==> config.mk <==
export PLATFORM = sky130hd
export DESIGN_NAME = rx_timeout_timer
export DESIGN_NICKNAME = d
export VERILOG_FILES = /design/src/rtl/rto_pkg.sv /design/src/rtl/rto_cmd_decode.sv /design/src/rtl/rto_ctrl.sv /design/src/rtl/rto_data.sv /design/src/rtl/rx_timeout_timer.sv
export SDC_FILE = /design/constraint.sdc
export NUM_CORES = 1
export LEC_CHECK = 0
export BUFFER_PORTS_ARGS = -buffer_cell sky130_fd_sc_hd__buf_2
export CORE_UTILIZATION = 50
export CTS_CLUSTER_SIZE = 40
export DETAILED_ROUTE_END_ITERATION = 8
export PLACE_DENSITY = 0.74
export SKIP_CTS_REPAIR_TIMING = 1
export SYNTH_ARGS = -nofsm -noshare
export SYNTH_HDL_FRONTEND = slang
export SYNTH_SLANG_ARGS = --single-unit
==> constraint.sdc <==
create_clock -name clk -period 2.62 [get_ports clk]
set_input_delay 0.524 -clock clk [delete_from_list [all_inputs] [get_ports clk]]
set_output_delay 0.524 -clock clk [all_outputs]
set_load 0.02 [all_outputs]
==> src/rtl/rto_pkg.sv <==
package rto_pkg;

  typedef struct packed {
    logic enterTo;
    logic exitTo;
    logic startCnt;
    logic stopCnt;
  } cmdEv_t;

  typedef struct packed {
    logic load;
    logic dec;
  } ctlStrobe_t;

  typedef enum logic [1:0] {
    ST_HALT   = 2'd0,
    ST_ARM    = 2'd1,
    ST_LOADED = 2'd2,
    ST_RUN    = 2'd3
  } cntState_t;

endpackage

==> src/rtl/rto_cmd_decode.sv <==
module rto_cmd_decode
  import rto_pkg::*;
#(
  parameter int CMD_W = 8,
  parameter logic [3:0] CODE_ENTER = 4'hA,
  parameter logic [3:0] CODE_EXIT  = 4'hC,
  parameter logic [3:0] CODE_START = 4'h8,
  parameter logic [3:0] CODE_STOP  = 4'h9
) (
  input  logic             cmdWr,
  input  logic [CMD_W-1:0] cmdData,
  output cmdEv_t           cmdEv
);

  localparam int OP_HI = CMD_W - 1;
  localparam int OP_LO = CMD_W - 4;

  logic [3:0] opCode;

  assign opCode = cmdData[OP_HI:OP_LO];

  always_comb begin
    cmdEv          = '0;
    cmdEv.enterTo  = cmdWr && (opCode == CODE_ENTER);
    cmdEv.exitTo   = cmdWr && (opCode == CODE_EXIT);
    cmdEv.startCnt = cmdWr && (opCode == CODE_START);
    cmdEv.stopCnt  = cmdWr && (opCode == CODE_STOP);
  end

endmodule

==> src/rtl/rto_ctrl.sv <==
module rto_ctrl
  import rto_pkg::*;
(
  input  logic       clk,
  input  logic       rstN,
  input  logic       tick,
  input  logic       charXfer,
  input  cmdEv_t     cmdEv,
  input  logic       cntLow,
  output ctlStrobe_t strobe,
  output logic       ready,
  output logic       toMode
);

  cntState_t st, nextSt;
  logic      nextReady, nextMode;

  always_comb begin
    nextSt    = st;
    nextReady = ready;
    nextMode  = toMode;
    strobe    = '0;
    if (cmdEv.enterTo) begin
      nextMode  = 1'b1;
      nextReady = 1'b0;
      nextSt    = ST_HALT;
    end else if (cmdEv.exitTo) begin
      nextMode  = 1'b0;
      nextReady = 1'b0;
      nextSt    = ST_HALT;
    end else if (!toMode && cmdEv.startCnt) begin
      strobe.load = 1'b1;
      nextReady   = 1'b0;
      nextSt      = ST_RUN;
    end else if (!toMode && cmdEv.stopCnt) begin
      nextSt = ST_HALT;
    end else if (toMode && charXfer) begin
      nextSt = ST_ARM;
    end else if (tick) begin
      case (st)
        ST_ARM: begin
          strobe.load = 1'b1;
          nextSt      = ST_LOADED;
        end
        ST_LOADED: nextSt = ST_RUN;
        ST_RUN: begin
          strobe.dec = 1'b1;
          if (cntLow) begin
            nextReady = 1'b1;
            nextSt    = ST_HALT;
          end
        end
        default: nextSt = st;
      endcase
    end
  end

  always_ff @(posedge clk) begin
    if (!rstN) begin
      st     <= ST_HALT;
      ready  <= 1'b0;
      toMode <= 1'b0;
    end else begin
      st     <= nextSt;
      ready  <= nextReady;
      toMode <= nextMode;
    end
  end


  enter_clears_ready_chk: assert property (@(posedge clk) disable iff (!rstN)
    cmdEv.enterTo |=> (!ready && toMode));


  exit_clears_ready_chk: assert property (@(posedge clk) disable iff (!rstN)
    cmdEv.exitTo |=> (!ready && !toMode));


  ready_rise_on_tick_chk: assert property (@(posedge clk) disable iff (!rstN)
    $rose(ready) |-> $past(tick));


  lockout_hold_chk: assert property (@(posedge clk) disable iff (!rstN)
    (toMode && (cmdEv.startCnt || cmdEv.stopCnt) && !charXfer && !tick)
      |=> ($stable(st) && $stable(ready)));

endmodule

==> src/rtl/rto_data.sv <==
module rto_data
  import rto_pkg::*;
#(
  parameter int CNT_W = 16
) (
  input  logic               clk,
  input  logic               rstN,
  input  logic               hiWr,
  input  logic               loWr,
  input  logic [CNT_W/2-1:0] wrByte,
  input  ctlStrobe_t         strobe,
  output logic [CNT_W-1:0]   count,
  output logic               cntLow
);

  localparam int HALF_W = CNT_W / 2;

  logic [HALF_W-1:0] reloadHi, reloadLo;
  logic [CNT_W-1:0]  reloadVal;

  assign reloadVal = {reloadHi, reloadLo};
  assign cntLow    = (count <= CNT_W'(1));

  always_ff @(posedge clk) begin
    if (!rstN) begin
      reloadHi <= '0;
      reloadLo <= '0;
    end else begin
      if (hiWr) reloadHi <= wrByte;
      if (loWr) reloadLo <= wrByte;
    end
  end

  always_ff @(posedge clk) begin
    if (!rstN) begin
      count <= '0;
    end else if (strobe.load) begin
      count <= reloadVal;
    end else if (strobe.dec && (count != '0)) begin
      count <= count - CNT_W'(1);
    end
  end


  load_value_chk: assert property (@(posedge clk) disable iff (!rstN)
    strobe.load |=> (count == $past(reloadVal)));


  zero_hold_chk: assert property (@(posedge clk) disable iff (!rstN)
    ((count == '0) && !strobe.load) |=> (count == '0));


  single_step_chk: assert property (@(posedge clk) disable iff (!rstN)
    (strobe.dec && !strobe.load && (count != '0)) |=> (count == $past(count) - CNT_W'(1)));

endmodule

==> src/rtl/rx_timeout_timer.sv <==
module rx_timeout_timer
  import rto_pkg::*;
#(
  parameter int CNT_W = 16,
  parameter int CMD_W = 8
) (
  input  logic               clk,
  input  logic               rstN,
  input  logic               tick,
  input  logic               charXfer,
  input  logic               cmdWr,
  input  logic [CMD_W-1:0]   cmdData,
  input  logic               reloadHiWr,
  input  logic               reloadLoWr,
  input  logic [CNT_W/2-1:0] reloadData,
  input  logic               irqMask,
  output logic               ctrReady,
  output logic               irqReq,
  output logic [CNT_W-1:0]   countOut
);

  cmdEv_t     cmdEv;
  ctlStrobe_t strobe;
  logic       cntLow;
  logic       toMode;

  rto_cmd_decode #(.CMD_W(CMD_W)) uDec (
    .cmdWr   (cmdWr),
    .cmdData (cmdData),
    .cmdEv   (cmdEv)
  );

  rto_ctrl uCtrl (
    .clk      (clk),
    .rstN     (rstN),
    .tick     (tick),
    .charXfer (charXfer),
    .cmdEv    (cmdEv),
    .cntLow   (cntLow),
    .strobe   (strobe),
    .ready    (ctrReady),
    .toMode   (toMode)
  );

  rto_data #(.CNT_W(CNT_W)) uData (
    .clk    (clk),
    .rstN   (rstN),
    .hiWr   (reloadHiWr),
    .loWr   (reloadLoWr),
    .wrByte (reloadData),
    .strobe (strobe),
    .count  (countOut),
    .cntLow (cntLow)
  );

  assign irqReq = ctrReady && irqMask;

endmodule

Word-level counts from Yosys, hierarchy flattened. Index checks and enable logic that the tools add are counted.

Bits in registers: 36. Input port bits: 24.

Add/sub/neg operators: 1. Magnitude comparators: 1. Equality and inequality tests: 8. Mux-type cells: 19. Bitwise operators: 3. Reduce and logical (&&, ||, !) cells: 19.

Operator list (number): $mux W16 (2); $mux W2 (10); $eq A4 B4 Y1 const B (4); $le A16 B1 Y1 const B (1); $reduce_bool A16 Y1 (1); $sub A16 B1 Y16 const B (1); $logic_and A1 B1 Y1 (9); $mux W1 (6); $pmux W2 S3 (1); $reduce_bool A6 Y1 (1); $ne A5 B2 Y1 const B (1); $reduce_and A5 Y1 (1); $eq A2 B2 Y1 const B (2); $reduce_bool A2 Y1 (2); $reduce_bool A4 Y1 (1); $reduce_or A4 Y1 (1); $not A1 Y1 (3); $reduce_and A3 Y1 (1); $reduce_or A3 Y1 (1); $eq A2 B1 Y1 const B (1); $logic_not A1 Y1 (1).

Depth between registers and ports, before layout. Gate-level depths: netlist of run 1.

Depth after elaboration: 11. Mapped depth: 9.

Modules after synthesis. Synthesis of run 1 repeated with hierarchy kept, for this count alone.

Cells, all modules: 205. Area, all modules: 1914.3 um^2.

By module, submodules not included: rto_data (instances 1, cells each 163, area an instance 1559.0 um^2, sequential area each 640.6 um^2); rto_ctrl (instances 1, cells each 36, area an instance 304.0 um^2, sequential area each 80.1 um^2); rto_cmd_decode (instances 1, cells each 5, area an instance 45.0 um^2, sequential area each 0.0 um^2); rx_timeout_timer (instances 1, cells each 1, area an instance 6.3 um^2, sequential area each 0.0 um^2).

Worst setup path before layout of run 1. No wires, ideal clock.

Path type: reg-to-reg. Start point: register uData.count[0]. End point: register uData.count[7]. Setup time: 0.132 ns. Arrival time: 1.921 ns. Setup slack: 0.566 ns. Stages on the path, launching flop included: 10. Path buffers: 1. Clock period less this slack: 2.054 ns. Cell sequence: dfxtp_1 > inv_1 > ha_1 > nor4b_1 > nand4_1 > nand3_1 > buf_4 > o41a_1 > o21ai_0 > a21oi_1.

Longest elaborated chain between the ends: 3.

Ends and longest elaborated chain: start: declaration (RTL line rto_data.sv:12) `output logic [CNT_W-1:0] count,`; start signal: assignment (RTL line rto_data.sv:38) `count <= reloadVal;`; start signal: assignment (RTL line rto_data.sv:40) `count <= count - CNT_W'(1);`; $sub A16 B1 Y16 / $reduce_bool A16 Y1 (equally long branches) (RTL line rto_data.sv:40, rto_data.sv:39); $mux W16 / $logic_and A1 B1 Y1 (equally long branches) (RTL line rto_data.sv:39) `end else if (strobe.dec && (count != '0)) begin`; $mux W16 / $reduce_bool A2 Y1 (equally long branches).

Several ways; a longest one is shown, not always the timed one. The select of a mux whose other input is x is not followed. A chain may end at the register's enable or synchronous reset.

Final worst setup path of run 1.
Start point: register uCtrl.st[1]. End point: register uData.count[2].

Longest elaborated chain between the ends: 10.

Ends and longest elaborated chain: start: declaration (RTL line rto_ctrl.sv:15) `cntState_t st, nextSt;`; start signal: assignment (RTL line rto_ctrl.sv:64) `st <= nextSt;`; $eq A2 B2 Y1 (RTL line rto_ctrl.sv:40) `case (st)`; $mux W1 (RTL line rto_ctrl.sv:40); $mux W2 * (RTL line rto_ctrl.sv:39) `end else if (tick) begin`; $mux W2 * (RTL line rto_ctrl.sv:37) `end else if (toMode && charXfer) begin`; $mux W2 * (RTL line rto_ctrl.sv:35) `end else if (!toMode && cmdEv.stopCnt) begin`; $mux W1 (RTL line rto_ctrl.sv:31) `end else if (!toMode && cmdEv.startCnt) begin`; $mux W2 * (RTL line rto_ctrl.sv:27) `end else if (cmdEv.exitTo) begin`; $mux W2 * (RTL line rto_ctrl.sv:23) `if (cmdEv.enterTo) begin`; $logic_and A1 B1 Y1 (RTL line rto_data.sv:39); $reduce_bool A2 Y1 (no source line).

Mark *: on every way between the ends. The rest lies on a longest branch, timed or not.

==> results of run 1 <==
[layout by cell type, fill, tap and decap left out, types with 7 or more instances in the layout]
master,instances
buf_2,37
nand2_1,19
mux2i_1,17
dfxtp_1,36
a21oi_1,12
ha_1,7
nor2_1,32
o21ai_0,8
[where the power goes]
group	switching, mW	total, mW	internal (mW)	leakage (nW)
clock	0.210	0.492	0.282	0.0541
combinational	0.139	0.238	0.0990	0.683
sequential	0.0267	0.599	0.573	0.294
total	0.376	1.33	0.953	1.03
[metrics by stage]
| step | cells | hold WS (ps) |
|---|---|---|
| 2_1_floorplan | 228 | 431 |
| 3_3_place_gp | 306 | 456 |
| 3_5_place_dp | 306 | 461 |
| 4_1_cts | 314 | 473 |
| 5_1_grt | 314 | 481 |
| 6_report | 314 | 471 |
[metal layers]
layer	vias to the layer above	part of all wire [%]	wire (µm)	track usage (%)
met3	9	6.0	271	5.11
met2	58	47	2110	36.8
met5	-	0	0	0
met4	0	1.3	59	6.67
met1	836	46	2090	31.9
li1	905	-	-	-
[cells in the mapped netlist (all sizes together) (3+ instances only)]
master	number	share of area, %
inv	6	1.1
o21ai	8	2.0
nor2	33	6.4
a21oi	12	3.1
clkbuf	6	1.2
dfxtp	36	37
mux2i	17	8.7
o22ai	5	1.6
buf	4	1.4
o21a	4	1.5
ha	7	4.5
xnor2	5	2.2
xor2	3	1.3
a31oi	4	1.3
nor3	7	2.0
nor4	5	1.9
a211oi	6	2.5
nand3	6	1.5
and3	3	1.0
nand2	19	3.6
and2	3	0.95
[final cells by class]
class	count	area, µm²	area share (%)
flip-flops and latches	36	721	31.4
inverters	6	22.5	0.981
well taps	48	60.1	2.62
clock inverters	3	42.5	1.85
clock buffers	5	68.8	3.00
repair buffers	40	208	9.05
multi-input cells	176	1170	51.1
[registers in the layout (all words and copies together), names as in the netlist]
register	count
uCtrl.st	2
uCtrl.toMode	1
uCtrl.ready	1
uData.reloadHi	8
uData.reloadLo	8
uData.count	16
[kinds of logic after synthesis]
| group | synth area share (%) |
|---|---|
| buffers and inverters | 3.75 |
| XOR/XNOR | 3.56 |
| adder cells (fa/ha/maj) | 4.45 |
| multiplexers | 8.65 |
| AND/OR/NAND/NOR | 25.4 |
| flip-flops | 36.6 |
| AO/OA/AOI/OAI | 17.5 |
[worst max-delay path, cell delays in order (launching register included)]
cell and delay, ps:
dfxtp_1 390, inv_1 70, ha_1 170, nand2_1 70, a211oi_1 70, o21ai_0 740
nand2_1 400, o21a_1 200, o21a_1 160
[worst min path at each step]
stage | endpoint | cells after the start | slack, ps
5_1_grt | uCtrl.ready$_SDFFE_PP0P_ | 2 | 480
2_1_floorplan | uData.count[7]$_SDFFE_PN0P_ | 2 | 430
6_report | uCtrl.ready$_SDFFE_PP0P_ | 2 | 470
4_1_cts | uCtrl.ready$_SDFFE_PP0P_ | 2 | 470
3_3_place_gp | uCtrl.ready$_SDFFE_PP0P_ | 2 | 460
3_5_place_dp | uCtrl.ready$_SDFFE_PP0P_ | 2 | 460
==> key figures, run 1 <==
Run status
  – Run status: completed

Detailed routing
  – Drt drc: 0
  – DR pass1 iterations: 4
  – Antenna-violating nets left: 0
  – DRT iter0 DRCs: 117
  – Drt total wl: 4.53 mm
  – Vias/cell: 5.76
  – DR WL/cell: 14.4 µm
  – Via count: 1808

Global route
  – GRT Overall Usage: 23.4%
  – Grt total ovfl: 0
  – Vias in the first global route: 1629
  – First-pass GRT wire length: 7.63 mm
  – Initial antenna violation count: 0
  – Largest net degree at the start of global routing: 30

STA
  – Worst slew pin tran: 910 ps
  – Setup TNS: 0 ps
  – Max Clock Skew: 5.71 ps
  – FMAX: 422 MHz
  – Final hold vios: 0
  – Max_slew headroom: 38.7%
  – Final Cycle Share: 90.5%
  – Max Slew Vio Count: 0
  – Final setup fails: 0
  – Final WS setup: 250 ps
  – Post-layout min period: 2370 ps
  – RSZ-0062 raised after global routing: false

Logic synthesis
  – Sequential fraction of the synthesis area: 36.6%
  – EDFF count, synth: 0
  – Synth cell types: 54
  – Ys async rst share: 0%
  – Syn_nets: 259
  – Syn Inst Count: 228
  – Syn Std Cell Area: 1970 µm²
  – Top_reg_cell synth: dfxtp_1
  – Yosys reg bits: 36
  – Yosys Warn Count: 0
  – Post-Syn Area per Cell: 8.63 µm²

Layout
  – Final instance area: 2290 µm²
  – Nets@finish: 296
  – Share of cells above drive strength 1: 23.7%
  – Synth-to-Final Area Change: 16.7%
  – FILL cells: 348
  – Final Util: 61.8%
  – N_diodes: 0

Clocking
  – Worst-Skew Late Latency: 290 ps
  – Clk root buf: clkbuf_8
  – Number of CTS-inserted buffers: 5
  – CTS H-Tree Depth: 2
  – Sink Count: 36
  – Clk buf depth: 2
  – Clock-pin slew on the worst setup and hold paths: 80 ps
  – TritonCTS clock tree: done

Die
  – I/O pins: 42
  – Chip Width: 64.7 µm
  – Die Outline Area: 4190 µm²
  – Die Ht: 64.7 µm
  – Initial Utilization: 52.9%
  – Core area: 3720 µm²
  – Rows: 22

Min path
  – Hold_sp: uCtrl.ready$_SDFFE_PP0P_
  – Worst hold path class: reg -> reg

Power
  – Pwr Total: 1.33 mW
  – Peak VDD IR: 0.352 mV
  – P_leak: 1.03 nW
  – Power per Cell Area: 579 nW/µm²

Critical path
  – CP Class: reg -> reg
  – CP Capture Type: flip-flop
  – Arr. time, crit path: 2550 ps
  – Worst Setup EP: uData.count[2]$_SDFFE_PN0P_
  – R2r setup slk: 250 ps
  – CP Max Fanout: 8
  – R2r endpoint: uData.count[2]$_SDFFE_PN0P_
  – Reg2reg path depth: 8
  – Worst EP required: 2800 ps
  – Crit start category: flip-flop
  – Start point of the critical path: uCtrl.st[1]$_SDFFE_PP0P_
  – Crit Reg-Reg Startpoint: uCtrl.st[1]$_SDFFE_PP0P_

Place
  – Pre-CTS setup slack: 73.7 ps
  – Post-Place Cell Area: 2180 µm²
  – Dpl hpwl: 3.26 mm
  – IO buf count: 37
  – Final RePlAce weighted congestion: 0.837

Job
  – Max cap viols: 0
(Power assumes the default switching activity.)
==> run 2: changes to the inputs <==
--- a/config.mk
+++ b/config.mk
@@ -6,6 +6,8 @@
 export NUM_CORES = 1
 export LEC_CHECK = 0
 export BUFFER_PORTS_ARGS = -buffer_cell sky130_fd_sc_hd__buf_2
+export CORE_ASPECT_RATIO = 1.75
+export CORE_MARGIN = 4
 export CORE_UTILIZATION = 50
 export CTS_CLUSTER_SIZE = 40
 export DETAILED_ROUTE_END_ITERATION = 8
==> run 2 against run 1 <==
Compared with the run above: power down 8.0%; die area up 20%; sequential cell count unchanged; critical endpoint is now uData.count[11]$_SDFFE_PN0P_; largest cell class unchanged.
==> key figures, run 2 (synthesis gave the netlist of run 1 again) <==
Global route
  – Initial antenna violation count: 0
  – Vias in the first global route: 1856
  – Largest net degree at the start of global routing: 30
  – First-pass GRT wire length: 8.45 mm
  – Grt total ovfl: 0
  – GRT Overall Usage: 20.6%

Power
  – Peak VDD IR: 0.488 mV
  – Power per Cell Area: 537 nW/µm²
  – P_leak: 1.03 nW

Layout
  – Share of cells above drive strength 1: 24.0%
  – Most frequent cells in the layout: 37 x buf_2, 36 x dfxtp_1, 32 x nor2_1
  – Nets@finish: 298
  – Most flops, register: uData.count
  – N_diodes: 0
  – Synth-to-Final Area Change: 15.8%
  – Max reg flops: 16
  – Largest regs: uData.count (16), uData.reloadHi (8), uData.reloadLo (8)
  – Commonest non-fill, non-tap cell in the layout: buf_2

Critical path
  – CP Max Fanout: 9
  – CP Capture Type: flip-flop
  – Crit Reg-Reg Startpoint: uData.count[0]$_SDFFE_PN0P_
  – R2r endpoint: uData.count[11]$_SDFFE_PN0P_
  – Start point of the critical path: uData.count[0]$_SDFFE_PN0P_
  – CP Class: reg -> reg
  – R2r setup slk: 350 ps
  – Reg2reg path depth: 9
  – Worst EP required: 2840 ps
  – Arr. time, crit path: 2490 ps
  – Crit start category: flip-flop

Place
  – Final RePlAce weighted congestion: 0.881
  – Pre-CTS setup slack: 319 ps
  – IO buf count: 37
  – Dpl hpwl: 3.66 mm

STA
  – Max Slew Vio Count: 0
  – Max_slew headroom: 54.0%
  – Worst hold-check slack: 460 ps
  – Worst slew pin tran: 683 ps
  – Post-layout min period: 2270 ps
  – FMAX: 441 MHz
  – Final WS setup: 353 ps
  – Final Cycle Share: 86.5%
  – Final setup fails: 0
  – Setup TNS: 0 ps
  – RSZ-0062 raised after global routing: false
  – Max Clock Skew: 4.63 ps
  – Final hold vios: 0

Detailed routing
  – Antenna-violating nets left: 0
  – Vias/cell: 5.75
  – Drt drc: 0
  – DRT iter0 DRCs: 39
  – DR pass1 iterations: 4
  – Via count: 1800
  – Drt total wl: 4.80 mm
  – DR WL/cell: 15.3 µm

Min path
  – Worst hold path class: reg -> reg
  – Hold path cells: 2
  – Sink of the worst hold path: uCtrl.ready$_SDFFE_PP0P_
  – Hold_sp: uCtrl.ready$_SDFFE_PP0P_

Die
  – Die Ht: 91.0 µm
  – Chip Width: 55.4 µm
  – Initial Utilization: 53.1%
  – Rows: 29
  – Die Outline Area: 5040 µm²
  – I/O pins: 42
  – Core area: 3700 µm²

Run status
  – Run status: completed

Clocking
  – Clk root buf: clkbuf_8
  – CTS H-Tree Depth: 2
  – Number of CTS-inserted buffers: 5
  – Clk buf depth: 2
  – TritonCTS clock tree: done
  – Sink Count: 36
  – Clock-pin slew on the worst setup and hold paths: 70 ps
  – Worst-Skew Late Latency: 290 ps

Job
  – Max cap viols: 0
-- run 2: cell types whose count changed in the layout (fill, tap and decap cells not counted) --
cell | previous run | this run
bufinv_16 | 1 | 0
buf_4 | 3 | 5
-- run 2: how the worst max path moves through the flow --
stage	endpoint	slack [ps]	depth (start not counted)
final	uData.count[11]$_SDFFE_PN0P_	350	9
after floorplan	uData.count[7]$_SDFFE_PN0P_	570	9
after CTS	uData.count[6]$_SDFFE_PN0P_	360	9
after global placement	uData.count[2]$_SDFFE_PN0P_	290	7
after global routing	uData.count[11]$_SDFFE_PN0P_	100	9
after detailed placement	uData.count[2]$_SDFFE_PN0P_	320	8
-- run 2: worst max-delay path, stage by stage (launching register included) --
cell and delay [ps]:
dfxtp_1 460, inv_1 100, ha_1 210, nor4b_1 140, nand4_1 120, nand3_1 270, buf_4 260, nor2_2 330
a22oi_1 140, o22ai_1 170
-- run 2: power by group --
part	switching, mW	internal, mW	leakage, nW
Sequential	0.0249	0.573	0.294
Clock	0.202	0.180	0.0400
Combinational	0.143	0.0999	0.692
-- run 2: final cells by class --
| type | instances | area [µm²] |
|---|---|---|
| fillers | 359 | 1420 |
| flip-flops and latches | 36 | 721 |
| multi-input cells | 176 | 1170 |
| inverters | 6 | 22.5 |
| clock inverters | 2 | 12.5 |
| well taps | 46 | 57.6 |
| repair buffers | 42 | 223 |
| clock buffers | 5 | 68.8 |
-- run 2: routing by layer --
metal,wire length [µm],up-vias,GRT usage [%],part of all wire (%)
met5,0,-,0,0
met4,155,0,11.4,3.2
met3,201,12,3.83,4.2
met2,2560,51,37.2,53
met1,1880,837,22.2,39
li1,-,900,-,-
-- run 2: through the flow --
stage | utilization (%) | cells | power [mW] | cell area (µm²)
6_report | 61.5 | 313 | 1.22 | 2280
5_1_grt | 61.5 | 313 | 1.28 | 2280
4_1_cts | 61.5 | 313 | 1.23 | 2280
3_5_place_dp | 59.3 | 306 | 0.851 | 2200
3_3_place_gp | 59.3 | 306 | 0.846 | 2200
2_1_floorplan | - | 228 | 0.784 | 1970
